**src/rtl/casc_counter_pkg.sv**
```systemverilog
package casc_counter_pkg;

  typedef enum logic [1:0] {
    MODE_HOLD  = 2'd0,
    MODE_COUNT = 2'd1,
    MODE_LOAD  = 2'd2,
    MODE_CLEAR = 2'd3
  } ctr_mode_e;

endpackage

```
**src/rtl/ctr_mode_dec.sv**
```systemverilog
module ctr_mode_dec
  import casc_counter_pkg::*;
(
  input  logic      clr_n,
  input  logic      load_n,
  input  logic      en_par,
  input  logic      en_trk,
  output ctr_mode_e mode
);

  // Fixed priority: clear, load, count, hold
  always_comb begin
    if (!clr_n)                mode = MODE_CLEAR;
    else if (!load_n)          mode = MODE_LOAD;
    else if (en_par && en_trk) mode = MODE_COUNT;
    else                       mode = MODE_HOLD;
  end

endmodule

```
**src/rtl/ctr_state_reg.sv**
```systemverilog
module ctr_state_reg
  import casc_counter_pkg::*;
#(
  parameter int WIDTH     = 4,
  parameter bit ASYNC_CLR = 1'b1
) (
  input  logic             clk,
  input  logic             clr_n,
  input  ctr_mode_e        mode,
  input  logic [WIDTH-1:0] din,
  output logic [WIDTH-1:0] q
);

  localparam logic [WIDTH-1:0] ZERO = '0;
  localparam logic [WIDTH-1:0] ONE  = WIDTH'(1);

  logic [WIDTH-1:0] q_next;

  always_comb begin
    unique case (mode)
      MODE_CLEAR: q_next = ZERO;
      MODE_LOAD:  q_next = din;
      MODE_COUNT: q_next = q + ONE;
      default:    q_next = q;
    endcase
  end

  generate
    if (ASYNC_CLR) begin : g_async
      always_ff @(posedge clk or negedge clr_n) begin
        if (!clr_n) q <= ZERO;
        else        q <= q_next;
      end
    end else begin : g_sync
      always_ff @(posedge clk) begin
        q <= q_next;
      end
    end
  endgenerate

  assert_count_inc_R2: assert property (@(posedge clk) disable iff (!clr_n)
    (mode == MODE_COUNT) |=> (q == $past(q) + ONE));

  assert_wrap_R1: assert property (@(posedge clk) disable iff (!clr_n)
    (mode == MODE_COUNT && q == '1) |=> (q == ZERO));

  assert_hold_R3: assert property (@(posedge clk) disable iff (!clr_n)
    (mode == MODE_HOLD) |=> $stable(q));

  assert_load_R4: assert property (@(posedge clk) disable iff (!clr_n)
    (mode == MODE_LOAD) |=> (q == $past(din)));

  generate
    if (!ASYNC_CLR) begin : g_sync_chk
      assert_sync_clear_R5: assert property (@(posedge clk)
        (!clr_n) |=> (q == ZERO));
    end
  endgenerate

endmodule

```
**src/rtl/ctr_tc.sv**
```systemverilog
module ctr_tc #(
  parameter int WIDTH = 4
) (
  input  logic [WIDTH-1:0] q,
  input  logic             en_trk,
  output logic             carry
);

  always_comb carry = en_trk & (&q);

endmodule

```
**src/rtl/casc_counter.sv**
```systemverilog
module casc_counter
  import casc_counter_pkg::*;
#(
  parameter int WIDTH     = 4,
  parameter bit ASYNC_CLR = 1'b1
) (
  input  logic             clk,
  input  logic             clr_n,
  input  logic             load_n,
  input  logic [WIDTH-1:0] din,
  input  logic             en_par,
  input  logic             en_trk,
  output logic [WIDTH-1:0] count,
  output logic             carry
);

  ctr_mode_e mode;

  ctr_mode_dec u_dec (
    .clr_n  (clr_n),
    .load_n (load_n),
    .en_par (en_par),
    .en_trk (en_trk),
    .mode   (mode)
  );

  ctr_state_reg #(.WIDTH(WIDTH), .ASYNC_CLR(ASYNC_CLR)) u_reg (
    .clk   (clk),
    .clr_n (clr_n),
    .mode  (mode),
    .din   (din),
    .q     (count)
  );

  ctr_tc #(.WIDTH(WIDTH)) u_tc (
    .q      (count),
    .en_trk (en_trk),
    .carry  (carry)
  );

  assert_carry_needs_trk_R7: assert property (@(posedge clk) disable iff (!clr_n)
    carry |-> en_trk);

  assert_carry_top_R7: assert property (@(posedge clk) disable iff (!clr_n)
    carry |-> (count == '1));

endmodule

```
**config.mk**
```make
export PLATFORM = sky130hd
export DESIGN_NAME = casc_counter
export DESIGN_NICKNAME = d
export VERILOG_FILES = /design/src/rtl/casc_counter_pkg.sv /design/src/rtl/ctr_mode_dec.sv /design/src/rtl/ctr_state_reg.sv /design/src/rtl/ctr_tc.sv /design/src/rtl/casc_counter.sv
export SDC_FILE = /design/constraint.sdc
export NUM_CORES = 1
export LEC_CHECK = 0
export BUFFER_PORTS_ARGS = -buffer_cell sky130_fd_sc_hd__clkbuf_2
export CAP_MARGIN = 30
export CORE_AREA = 2 2 39 41
export CTS_BUF_LIST = sky130_fd_sc_hd__clkbuf_16
export DETAILED_ROUTE_END_ITERATION = 6
export DIE_AREA = 0 0 41 43
export GPL_ROUTABILITY_DRIVEN = 0
export GPL_TIMING_DRIVEN = 0
export PLACE_DENSITY = 0.51
export SLEW_MARGIN = 40
export SYNTH_ARGS = -nofsm -noshare
export SYNTH_HDL_FRONTEND = slang
export SYNTH_SLANG_ARGS = --single-unit
```
**constraint.sdc**
```tcl
create_clock -name clk -period 1.4 [get_ports clk]
set_input_delay 0 -clock clk [delete_from_list [all_inputs] [get_ports clk]]
set_output_delay 0 -clock clk [all_outputs]
set_load 0.02 [all_outputs]
```
==> flow_summary.toml <==
[sta]
hold_viol = 0
rsz0062_at_grt = "false"
maxSlewViolCount = 0
slew_headroom = 0.869
finalSetupTns_ns = 0
final.min_clock_period_ns = 1.17
fin_worst_skew_ns = 0.000302
fmax_mhz = 852
worst_slew_pin_slew_ns = 0.196
post-route-period-util = 0.838
setup_viol = 0

[placed_design]
dp_cells = 53
port_buffers = 13
dp_hpwl_um = 434

[die]
start_util = 0.163
rows = 14
die_h_um = 43
die_area_mm2 = 0.00176
die_w_um = 41
io_pins = 14
coreArea_mm2 = 0.00138

[routing]
via_per_inst = 4.21
ant_nets = 0
firstDrtPassIters = 2
first_iter_violations = 2
wl_per_cell_um = 10.1
route.detailed.drc = 0
via_count = 240
postRouteWirelength_um = 573

[critical_path]
cp_max_fo = 4
start_kind = "flip-flop"
r2r-start = "u_reg.q[0]"
cp-end-kind = "output port"
worstSetupPathType = "flip-flop to output port"
worstPathArrival_ns = 1.17
crit_start = "u_reg.q[0]"
cp.required_ns = 1.40

[layout]
reg.largest.list = "u_reg.q (4)"
fillers = 155
final_nets = 53
drive_above_1_share = 0.439
post-route-util = 0.286
area_delta_synth_final_pct = 75.6
largest_reg_flops = 4
regMostFlops = "u_reg.q"
antennaDiodeCount = 0
stdcell_count = 57

[clocking]
cts_htree_levels = 1
cts_buffers = 3
clkTransAtPathRegs_ns = 0.03
tritoncts = "built"
cts_root_buffer = "clkbuf_16"
cts_buffer_depth = 2
cts_sinks = 4
post_cts_buffers = 0
clk-insertion-delay-late_ns = 0.22

[power]
ir_drop_v = 0.000601
p_leak_uw = 0.000192
powerDensity_mw_per_mm2 = 1620

[global_route]
antenna_found_initial = 0
grt_pass1_vias = 218
grt_overflow = 0
grtUsageTotal = 0.0896
grt_start_max_net_pins = 9
grt_pass1_wl_um = 924

[outcome]
status = "complete, no violations"

[logic_synthesis]
syn_inst = 24
syn_avg_cell_area_um2 = 9.38
synth_seq_cells = 4
synth_warnings = 0
synth_fp_nets = 34
ys_types = 15
syn_area_um2 = 225
yosysSeqAreaShare = 0.444

[worst_hold_path]
hold_class = "input port to flip-flop"
hold_start = "din[1]"

[run]
drv_cap = 0
area by class of cell:
class	instances	area [um2]	area share
Multi-Input combinational cell	19	121	0.307
Sequential cell	4	100	0.253
Clock buffer	3	75.1	0.190
Timing Repair Buffer	14	75.1	0.190
Tap cell	16	20.0	0.0506
Inverter	1	3.75	0.00949
critical path, cell delays in order (launching register included):
cell,delay (ns)
dfrtp_1,0.41
ha_1,0.22
and4_2,0.17
clkbuf_2,0.15
synthesized netlist by cell type (all sizes together):
cell type / instances / share of area
nor2: 2 / 0.033
a211oi: 1 / 0.033
a31oi: 1 / 0.028
or3: 1 / 0.028
inv: 1 / 0.017
and4: 1 / 0.044
dfrtp: 4 / 0.44
a311oi: 1 / 0.039
a21oi: 1 / 0.022
nand3: 3 / 0.067
o21ai: 3 / 0.067
ha: 1 / 0.056
xor2: 2 / 0.078
nand2: 2 / 0.044
logic make-up after synthesis:
| kind of cell | share of synthesized area |
|---|---|
| simple gates | 0.217 |
| flops | 0.444 |
| compound gates | 0.189 |
| fa+ha+maj | 0.0555 |
| buf+inv | 0.0167 |
| xor+xnor | 0.0778 |
what timing repair did:
item | in CTS | in global routing
resized for setup | 0 | 0
hold endpoints to repair | 4 | 0
hold buffers | 1 | 0
per-layer routing:
metal  GRT usage  share of wire  vias up
met4       0.120          0.065        0
met3      0.0314           0.11        4
met2      0.0844           0.32       13
met1       0.123           0.50       98
met5           0              0        -
li1            -              -      125
layout by cell type (no fill, tap or decap):
| cell | synthesis | layout |
|---|---|---|
| clkbuf_2 | 0 | 13 |
| dfrtp_1 | 4 | 4 |
| nand3_1 | 3 | 3 |
| o21ai_0 | 3 | 3 |
| clkbuf_16 | 0 | 3 |
| nor2_1 | 2 | 2 |
| xor2_1 | 2 | 2 |
| and4_2 | 1 | 1 |
| nand2_2 | 1 | 1 |
| or3_1 | 1 | 1 |
| a31oi_1 | 1 | 1 |
| nand2_1 | 1 | 1 |
| inv_1 | 1 | 1 |
| a311oi_1 | 1 | 1 |
| a211oi_1 | 1 | 1 |
| a21oi_1 | 1 | 1 |
| ha_1 | 1 | 1 |
| dlygate4sd3_1 | 0 | 1 |
stage by stage:
stage	total power (uW)	hold WS, ns	cell area (um2)	worst slack (ns)
5_1_grt	664	0.0563	395	0.188
3_3_place_gp	195	-0.168	310	0.295
3_5_place_dp	196	-0.165	310	0.282
2_1_floorplan	164	-0.296	225	0.253
4_1_cts	648	0.0306	395	0.222
6_report	641	0.0319	395	0.226
where the power goes:
part / internal [uW] / total [uW] / switching, uW
logic: 25.9 / 61.9 / 36.0
registers: 125 / 134 / 9.05
clock network: 365 / 445 / 80.0
worst paths after layout:
check                        endpoint  slack, ns  cells after the start
max                             carry       0.23                      3
min                        u_reg.q[1]       0.03                      3
max reg2reg                u_reg.q[1]       0.28                      3
min reg2reg                u_reg.q[3]       0.59                      2
max in group asynchronous  u_reg.q[3]       1.12                      2
min in group asynchronous  u_reg.q[1]       0.13                      2
(Power assumes the default switching activity.)
